===== config.mk =====
export PLATFORM = sky130hd
export DESIGN_NAME = thermal_guard
export DESIGN_NICKNAME = d
export VERILOG_FILES = /design/src/rtl/thermal_guard_pkg.sv /design/src/rtl/tg_hyst.sv /design/src/rtl/tg_lowpwr.sv /design/src/rtl/tg_range_latch.sv /design/src/rtl/thermal_guard.sv
export SDC_FILE = /design/constraint.sdc
export NUM_CORES = 1
export LEC_CHECK = 0
export BUFFER_PORTS_ARGS = -buffer_cell sky130_fd_sc_hd__buf_4
export CAP_MARGIN = 10
export CORE_MARGIN = 2
export CORE_UTILIZATION = 58
export CTS_BUF_LIST = sky130_fd_sc_hd__clkbuf_16
export DETAILED_ROUTE_END_ITERATION = 16
export PLACE_DENSITY = 0.85
export SLEW_MARGIN = 20
export SYNTH_ARGS = -nofsm -noshare
export SYNTH_HDL_FRONTEND = slang
export SYNTH_SLANG_ARGS = --single-unit

===== constraint.sdc =====
create_clock -name clk -period 3.6 [get_ports clk]
set_input_delay 0.18 -clock clk [delete_from_list [all_inputs] [get_ports clk]]
set_output_delay 0.18 -clock clk [all_outputs]
set_load 0.01 [all_outputs]

===== src/rtl/thermal_guard_pkg.sv =====
package thermal_guard_pkg;
  typedef enum logic [1:0] {
    RNG_NORM = 2'b00,
    RNG_DEG1 = 2'b01,
    RNG_DEG2 = 2'b10
  } rng_e;

  typedef enum logic [1:0] {
    BLW_OFF  = 2'b00,
    BLW_LOW  = 2'b01,
    BLW_HIGH = 2'b10
  } blw_e;
endpackage


===== src/rtl/tg_hyst.sv =====
// Two-threshold comparator: a sample above hi sets the level, a sample below lo clears it.
module tg_hyst #(
  parameter int W = 8
) (
  input  logic         clk,
  input  logic         rst_n,
  input  logic         en,
  input  logic [W-1:0] val,
  input  logic [W-1:0] hi,
  input  logic [W-1:0] lo,
  output logic         lvl
);
  always_ff @(posedge clk or negedge rst_n) begin
    if (!rst_n)          lvl <= 1'b0;
    else if (en) begin
      if (val > hi)      lvl <= 1'b1;
      else if (val < lo) lvl <= 1'b0;
    end
  end
endmodule


===== src/rtl/tg_lowpwr.sv =====
// Counts consecutive low-power samples; flags an extended low-power condition.
module tg_lowpwr #(
  parameter int CW = 8
) (
  input  logic          clk,
  input  logic          rst_n,
  input  logic          en,
  input  logic          pwr_high,
  input  logic [CW-1:0] limit,
  output logic          lp_ext
);
  localparam logic [CW-1:0] CMAX = '1;

  logic [CW-1:0] cnt_q;
  logic [CW-1:0] cnt_inc;
  logic [CW-1:0] lim_eff;

  assign cnt_inc = (cnt_q == CMAX) ? CMAX : cnt_q + 1'b1;
  assign lim_eff = (limit == '0) ? CW'(1) : limit;

  always_ff @(posedge clk or negedge rst_n) begin
    if (!rst_n) begin
      cnt_q  <= '0;
      lp_ext <= 1'b0;
    end else if (en) begin
      if (pwr_high) begin
        cnt_q  <= '0;
        lp_ext <= 1'b0;
      end else begin
        cnt_q  <= cnt_inc;
        lp_ext <= (cnt_inc >= lim_eff);
      end
    end
  end
endmodule


===== src/rtl/tg_range_latch.sv =====
// Fail-safe range reporting with a sticky cooler-defect flag and change interrupt.
module tg_range_latch
  import thermal_guard_pkg::*;
(
  input  logic       clk,
  input  logic       rst_n,
  input  rng_e       thr_rng,
  input  logic       comm_ok,
  input  logic       repair_done,
  output logic [1:0] range_code,
  output logic       range_irq,
  output logic       cooler_bad
);
  logic bad_next;
  rng_e floor_rng;
  rng_e rpt_next;
  rng_e rpt_q;

  always_comb begin
    if (!comm_ok || thr_rng != RNG_NORM) bad_next = 1'b1;
    else if (repair_done)                bad_next = 1'b0;
    else                                 bad_next = cooler_bad;
    floor_rng = (cooler_bad || !comm_ok) ? RNG_DEG1 : RNG_NORM;
    rpt_next  = (thr_rng > floor_rng) ? thr_rng : floor_rng;
  end

  always_ff @(posedge clk or negedge rst_n) begin
    if (!rst_n) begin
      cooler_bad <= 1'b0;
      rpt_q      <= RNG_NORM;
      range_irq  <= 1'b0;
    end else begin
      cooler_bad <= bad_next;
      rpt_q      <= rpt_next;
      range_irq  <= (rpt_next != rpt_q);
    end
  end

  assign range_code = rpt_q;
endmodule


===== src/rtl/thermal_guard.sv =====
module thermal_guard
  import thermal_guard_pkg::*;
#(
  parameter int TEMP_W     = 8,
  parameter int LP_W       = 8,
  parameter int OVR_LIM    = 34,
  parameter int DEG1_ENTER = 35,
  parameter int DEG1_EXIT  = 32,
  parameter int FAN_ENTER  = 38,
  parameter int FAN_EXIT   = 35,
  parameter int DEG2_HYST  = 3
) (
  input  logic              clk,
  input  logic              rst_n,
  input  logic              smp_valid,
  output logic              smp_ready,
  input  logic [TEMP_W-1:0] smp_temp,
  input  logic              pwr_high,
  input  logic              comm_ok,
  input  logic              repair_done,
  input  logic [TEMP_W-1:0] cfg_r2_enter,
  input  logic [LP_W-1:0]   cfg_lp_ticks,
  output logic              over_temp,
  output logic [1:0]        range_code,
  output logic              range_irq,
  output logic [1:0]        blower_cmd,
  output logic              cooler_bad,
  output logic              loop_enable
);
  localparam logic [TEMP_W-1:0] OVR_HI  = TEMP_W'(OVR_LIM);
  localparam logic [TEMP_W-1:0] OVR_LO  = TEMP_W'(OVR_LIM + 1);
  localparam logic [TEMP_W-1:0] D1_HI   = TEMP_W'(DEG1_ENTER);
  localparam logic [TEMP_W-1:0] D1_LO   = TEMP_W'(DEG1_EXIT);
  localparam logic [TEMP_W-1:0] FAN_HI  = TEMP_W'(FAN_ENTER);
  localparam logic [TEMP_W-1:0] FAN_LO  = TEMP_W'(FAN_EXIT);
  localparam logic [TEMP_W-1:0] D2_GAP  = TEMP_W'(DEG2_HYST);

  logic              take;
  logic [TEMP_W-1:0] d2_lo;
  logic              deg1_lvl, deg2_lvl, fan_lvl;
  logic              pwr_q;
  logic              lp_ext;
  rng_e              thr_rng;
  blw_e              blw;

  assign smp_ready = 1'b1;
  assign take      = smp_valid & smp_ready;
  assign d2_lo     = (cfg_r2_enter > D2_GAP) ? cfg_r2_enter - D2_GAP : '0;

  tg_hyst #(.W(TEMP_W)) u_ovr (
    .clk(clk), .rst_n(rst_n), .en(take), .val(smp_temp),
    .hi(OVR_HI), .lo(OVR_LO), .lvl(over_temp)
  );
  tg_hyst #(.W(TEMP_W)) u_deg1 (
    .clk(clk), .rst_n(rst_n), .en(take), .val(smp_temp),
    .hi(D1_HI), .lo(D1_LO), .lvl(deg1_lvl)
  );
  tg_hyst #(.W(TEMP_W)) u_deg2 (
    .clk(clk), .rst_n(rst_n), .en(take), .val(smp_temp),
    .hi(cfg_r2_enter), .lo(d2_lo), .lvl(deg2_lvl)
  );
  tg_hyst #(.W(TEMP_W)) u_fan (
    .clk(clk), .rst_n(rst_n), .en(take), .val(smp_temp),
    .hi(FAN_HI), .lo(FAN_LO), .lvl(fan_lvl)
  );

  tg_lowpwr #(.CW(LP_W)) u_lp (
    .clk(clk), .rst_n(rst_n), .en(take), .pwr_high(pwr_high),
    .limit(cfg_lp_ticks), .lp_ext(lp_ext)
  );

  always_ff @(posedge clk or negedge rst_n) begin
    if (!rst_n)    pwr_q <= 1'b1;
    else if (take) pwr_q <= pwr_high;
  end

  always_comb begin
    if (deg2_lvl)      thr_rng = RNG_DEG2;
    else if (deg1_lvl) thr_rng = RNG_DEG1;
    else               thr_rng = RNG_NORM;
  end

  always_comb begin
    if (thr_rng == RNG_DEG2) blw = BLW_HIGH;
    else if (fan_lvl)        blw = pwr_q ? BLW_HIGH : BLW_LOW;
    else if (lp_ext)         blw = BLW_LOW;
    else                     blw = BLW_OFF;
  end

  assign blower_cmd  = blw;
  assign loop_enable = ~lp_ext;

  tg_range_latch u_rng (
    .clk(clk), .rst_n(rst_n), .thr_rng(thr_rng), .comm_ok(comm_ok),
    .repair_done(repair_done), .range_code(range_code),
    .range_irq(range_irq), .cooler_bad(cooler_bad)
  );
endmodule


-- After elaboration in Yosys (flattened, before gate mapping)
Cells that the tools add are included.
- flip-flop bits (word level): 18
- bits of input ports: 30
- output and inout bits: 9
- word-level logic and storage cells: 62
- add/sub/neg operators: 2
- $lt $le $gt $ge: 10
- equal/unequal tests: 3
- multiplexer cells: 22
- bitwise logic cells: 1
- reduce and logical (&&, ||, !) cells: 14
- operators with widths (operator ; number):
    8-bit 2-to-1 mux ; 4
    8-bit by 6-bit > comparator with 1-bit output (second input constant) ; 3
    8-bit by 6-bit less-than comparator with 1-bit output (second input constant) ; 2
    1-bit 2-to-1 mux ; 13
    2-bit nonzero test ; 6
    2-bit 2-to-1 mux ; 5
    8-bit by 1-bit adder with 8-bit output (second input constant) ; 1
    8-bit == test (second input constant) ; 1
    8-bit greater-or-equal comparator ; 1
    8-bit by 2-bit > comparator with 1-bit output (second input constant) ; 1
    8-bit > comparator ; 1
    8-bit logical NOT ; 1
    8-bit less-than comparator ; 1
    2-bit AND reduction ; 4
    8-bit by 2-bit subtractor with 8-bit output (second input constant) ; 1
    2-bit == test (second input constant) ; 1
    2-bit > comparator ; 1
    1-bit logical OR ; 2
    2-bit != test ; 1
    1-bit logical NOT ; 1
    1-bit NOT ; 1

-- Depth between registers and ports, before layout
- depth in word-level cells: 6
- gate-level depth with buffers: 11
- mapped depth without buffers: 11

-- Modules after synthesis
A second synthesis with hierarchy kept.
- cell total of the unflattened synthesis: 367
- area, all modules: 2937.8 µm²
- by module, submodules not included (module ; times used ; cells an instance ; area an instance (µm²) ; sequential area each (µm²)):
    tg_hyst ; 4 ; 55 ; 424.2 ; 25.0
    tg_lowpwr ; 1 ; 93 ; 775.7 ; 225.2
    thermal_guard ; 1 ; 37 ; 255.2 ; 26.3
    tg_range_latch ; 1 ; 17 ; 210.2 ; 100.1

-- Worst setup path before layout
No wires, ideal clock.
- kind: input to register
- start point: input cfg_r2_enter[0]
- end point: register u_deg2.lvl
- library setup time: 0.134 ns
- data arrival time: 2.272 ns
- data required time: 3.466 ns
- setup slack: 1.194 ns
- stages: 10
- buffers on the path: 0
- cells stage by stage: ha_1 > or3_1 > nor3_1 > mux2i_1 > ha_1 > o21ai_0 > nor2_1 > or3_1 > a2111oi_0 > o22ai_1
- cells in the longest elaborated chain, start to end: 5
- elaborated cells between the ends (all ways): 8
- classes of those cells: add/sub (1); order compare (3); mux (2); reduce/logical (2)
- ends and longest elaborated chain (what ; RTL line ; source):
    from (decl) ; thermal_guard.sv:21 ; input logic [TEMP_W-1:0] cfg_r2_enter,
    8-bit by 2-bit subtractor with 8-bit output / 8-bit by 2-bit > comparator with 1-bit output (equally long branches) ; thermal_guard.sv:48 ; assign d2_lo = (cfg_r2_enter > D2_GAP) ? cfg_r2_enter - D2_GAP : '0;
    8-bit 2-to-1 mux ; thermal_guard.sv:48 ;
    8-bit less-than comparator ; tg_hyst.sv:17 ; else if (val < lo) lvl <= 1'b0;
    2-bit nonzero test (no source line) ; - ;
    2-bit AND reduction (no source line) ; - ;
    to (signal assigned) ; tg_hyst.sv:14 ; if (!rst_n) lvl <= 1'b0;
    to (signal assigned) ; tg_hyst.sv:16 ; if (val > hi) lvl <= 1'b1;
    to (signal assigned) ; tg_hyst.sv:17 ;
    to (decl) ; tg_hyst.sv:11 ; output logic lvl
Several ways; a longest one is shown, not always the timed one.
A chain may end at the register's enable or synchronous reset.

-- Worst setup path after layout
- start point: register u_lp.cnt_q[0]
- end point: register u_lp.lp_ext
- cells in the longest elaborated chain, start to end: 4
- elaborated cells between the ends (all ways): 5
- classes of those cells: add/sub (1); order compare (1); eq/ne (1); mux (2)
- ends and longest elaborated chain (what ; RTL line ; source):
    from (decl) ; tg_lowpwr.sv:14 ; logic [CW-1:0] cnt_q;
    from (signal assigned) ; tg_lowpwr.sv:30 ; cnt_q <= cnt_inc;
    8-bit by 1-bit adder with 8-bit output / 8-bit == test (equally long branches) ; tg_lowpwr.sv:18 ; assign cnt_inc = (cnt_q == CMAX) ? CMAX : cnt_q + 1'b1;
    8-bit 2-to-1 mux (*) ; tg_lowpwr.sv:18 ;
    8-bit greater-or-equal comparator (*) ; tg_lowpwr.sv:31 ; lp_ext <= (cnt_inc >= lim_eff);
    1-bit 2-to-1 mux (*) ; tg_lowpwr.sv:26 ; if (pwr_high) begin
    to (signal assigned) ; tg_lowpwr.sv:31 ;
    to (decl) ; tg_lowpwr.sv:10 ; output logic lp_ext
Every way passes the cells marked *; elsewhere a longest branch is shown, timed or not.

==> results.txt <==
----------------------------------------------------
[Yosys]
  Post-synthesis net count ... 250
  Top area cells in the synthesized netlist ... dfrtp_1, ha_1, xnor2_1, a21oi_1, inv_1
  Leading cell types by count after synthesis ... ha_1, inv_1, dfrtp_1, nor2_1, a21oi_1
  Cell area after synthesis ... 0.00166 mm^2
  Average footprint of a synthesized cell ... 8.58 um^2
  Count of flip-flops with a built-in enable after synthesis ... 0
  Share of synthesized registers carrying an async set or reset ... 1.00
  Post-synthesis sequential area ratio ... 0.271
  Number of storage elements in the synthesis netlist ... 18
  Area share of the largest cell type after synthesis ... 0.256
  Cell with the most instances after synthesis ... ha_1
  Cell accounting for the most synthesized area ... dfrtp_1
  Yosys warns ... 0
  Number of library cell types mapped by synthesis ... 41
  Post-synth top flop ... dfrtp_1
  Cells after synthesis ... 194

[Min path]
  Hold Crit Depth ... 2
  Worst Min Path Start ... comm_ok
  Class of the worst hold path ... in2reg
  Sink of the worst hold path ... u_rng.cooler_bad$_DFFE_PN0P_

[Pwr]
  PD cells ... 329 mW/mm^2
  Leakage dissipation ... 1.02 nW
  Part of the power in the clock network ... 0.327
  Switching power share of the total ... 0.290
  Fraction of power consumed by sequential logic ... 0.361
  Share of power burned in combinational logic ... 0.312
  Cell internal power dissipation ... 0.000478 W
  Reported net switching power ... 0.000196 W
  IR drop worst, VDD ... 0.000322 V

[Worst setup path]
  Critical path class ... reg2reg
  Required time of the critical path ... 3.73 ns
  Kind of capture point of the worst setup path ... flop
  Data arrival time at the worst-slack endpoint ... 2.86 ns
  Reg2reg path depth ... 11
  FF-to-FF End ... u_lp.lp_ext$_DFFE_PN0P_
  Launching point of the worst reg2reg path ... u_lp.cnt_q[0]$_DFFE_PN0P_
  Minimum setup slack among reg-to-reg paths ... 0.88 ns
  Critical path peak fanout ... 10
  Startpoint type of the worst setup path ... flop

[Layout]
  P&R area growth vs syn ... 23.0%
  Layout net count ... 289
  Share of post-route cells with drive strength above 1 ... 0.216
  Utilization of the core after routing ... 0.749
  Total non-filler cell area in the finished layout ... 0.00205 mm^2
  ANT cells ... 0

[Drt]
  Antenna violation net count after detailed routing ... 0
  Overall routed net length ... 4020 um
  Detailed-route wire length per cell ... 15.3 um
  DRT Pass-1 Iters ... 4
  Count of vias placed by the detailed router ... 1587
  Vias per std cell ... 6.03
  Detailed-route DRC error count ... 0
  Number of DRC markers in iteration 0 ... 57

[Die]
  Die Outline Area ... 0.00331 mm^2
  Vertical die dimension ... 57.6 um
  Starting utilization of the core area ... 0.609
  Area of the core region ... 0.00273 mm^2
  Site row count ... 19
  Die W ... 57.6 um
  Count of boundary I/O pins ... 39

[Timing]
  Setup TNS ... 0 ns
  Unrepaired setup endpoints after global routing ... no
  Final setup vio count ... 0
  Fmax ... 367 MHz
  Count of final hold-check violations ... 0
  Max Slew Vio Count ... 0
  Final critical path time including I/O delays and setup ... 2.72 ns
  Portion of the clock cycle consumed by the worst path in the final layout ... 0.757
  Layout Skew ... 0.00106 ns

[Clock tree]
  Number of buffers between clock root and the deepest sink ... 2
  Clock tree from TritonCTS ... done
  Sink Count ... 18
  Postcts setup bufs ... 0
  Clock slew at reported path FFs ... 0.05 ns
  Number of H-tree branching levels ... 1
  Number of cells upsized or downsized after cts ... 0
  Number of clock buffers inserted by TritonCTS ... 3
  Cell at the root of the clock tree ... clkbuf_16
  Skew-Pair Late Insertion Delay ... 0.25 ns

[GRT]
  Global Route Usage Sum ... 0.267
  Number of antenna violations at the first check in global routing ... 0
  Vias in the first global route ... 1592
  Wire length of the first global-routing pass ... 6820 um
  Pin count of the biggest net entering global routing ... 20
  Residual overflow from global routing ... 0

[Place]
  Hpwl dp ... 3270 um
  I/O Buffers ... 37
  Final Wtd Congestion ... 0.908
  Instance area at placement ... 0.00196 mm^2

[Status]
  Status ... finished clean

[Flow run]
  Maximum Capacitance Violations ... 0

----------------------------------------------------
==> through the flow <==
stage / setup WS, ns / instances / hold slack [ns] / total power (W)
6_report: 0.876 / 263 / 0.115 / 0.000673
5_1_grt: 0.722 / 263 / 0.116 / 0.000715
4_1_cts: 0.911 / 263 / 0.114 / 0.000676
3_5_place_dp: 0.874 / 258 / 0.0595 / 0.000453
3_3_place_gp: 0.972 / 258 / 0.0582 / 0.000437
2_1_floorplan: 1.19 / 194 / -0.116 / 0.000360
==> flip-flops by register name (all words and copies together) (netlist names) <==
register	flops
u_deg2.lvl	1
u_rng.range_irq	1
u_deg1.lvl	1
u_rng.cooler_bad	1
u_ovr.lvl	1
u_rng.range_code	2
pwr_q	1
u_lp.cnt_q	8
u_fan.lvl	1
u_lp.lp_ext	1
==> cell usage in the layout (no fill, tap or decap), types with 4 or more instances in the layout <==
| master | instances |
|---|---|
| nand2_1 | 14 |
| a22o_1 | 4 |
| dfrtp_1 | 17 |
| ha_1 | 26 |
| nor3_1 | 6 |
| buf_4 | 37 |
| nor2_1 | 17 |
| inv_1 | 20 |
| o21ai_0 | 8 |
| nand2b_1 | 7 |
| xnor2_1 | 9 |
| a21oi_1 | 15 |
| and3_4 | 4 |
==> power by group through the flow <==
stage | Sequential (W) | Combinational [W] | Clock [W]
floorplan | 0.000247 | 0.000113 | 0
global placement | 0.000244 | 0.000193 | 0
detailed placement | 0.000245 | 0.000208 | 0
CTS | 0.000242 | 0.000210 | 0.000224
global route | 0.000246 | 0.000235 | 0.000234
finish | 0.000243 | 0.000210 | 0.000220
==> repair_timing <==
| item | in CTS | in global routing |
|---|---|---|
| hold endpoints to repair | 17 | 0 |
| hold buffers | 1 | 0 |
| endpoints found under the setup margin | 0 | 0 |
==> critical path: stages (launching register included) <==
cell      delay (ns)
dfrtp_1         0.40
ha_1            0.26
and3_4          0.24
and3_4          0.22
nand3_4         0.14
and2_1          0.22
ha_1            0.29
nand2b_1        0.15
a21o_1          0.18
a21oi_1         0.20
o21ai_0         0.11
a22o_1          0.20
==> metal layers <==
| layer | vias to the layer above | part of all wire | wire length, um | track usage |
|---|---|---|---|---|
| li1 | 779 | - | - | - |
| met5 | - | 0 | 0 | 0 |
| met3 | 8 | 0.060 | 239 | 0.0680 |
| met1 | 740 | 0.42 | 1710 | 0.319 |
| met4 | 0 | 0.015 | 61 | 0.106 |
| met2 | 60 | 0.50 | 2010 | 0.455 |
==> layout make-up <==
class	count	area [um^2]
Clock buffer	3	75.1
Clock inverter	1	3.75
Fill cell	198	687
Inverter	20	75.1
Multi-Input combinational cell	152	1110
Sequential cell	18	452
Tap cell	31	38.8
Timing Repair Buffer	38	288
==> how the worst max path moves through the flow <==
stage	startpoint	to	slack, ns	cells past startpoint
after global placement	cfg_r2_enter[0]	u_deg2.lvl$_DFFE_PN0P_	0.97	11
after floorplan	cfg_r2_enter[0]	u_deg2.lvl$_DFFE_PN0P_	1.19	10
final	u_lp.cnt_q[0]$_DFFE_PN0P_	u_lp.lp_ext$_DFFE_PN0P_	0.88	11
after global routing	u_lp.cnt_q[0]$_DFFE_PN0P_	u_lp.lp_ext$_DFFE_PN0P_	0.72	11
after CTS	u_lp.cnt_q[0]$_DFFE_PN0P_	u_lp.lp_ext$_DFFE_PN0P_	0.91	11
after detailed placement	cfg_r2_enter[0]	u_deg2.lvl$_DFFE_PN0P_	0.87	11
==> cells by family (layout without fill, tap and decap cells) <==
family,count (synthesis),after routing,synth area share
multiplexers,2,2,0.0150
XOR/XNOR,9,9,0.0474
AO/OA/AOI/OAI,47,47,0.186
flip-flops,18,18,0.271
buffers and inverters,24,62,0.0586
other,1,1,0.00225
adder cells (fa/ha/maj),26,26,0.195
AND/OR/NAND/NOR,67,67,0.223
No activity file was read; power rests on OpenSTA's default activity.
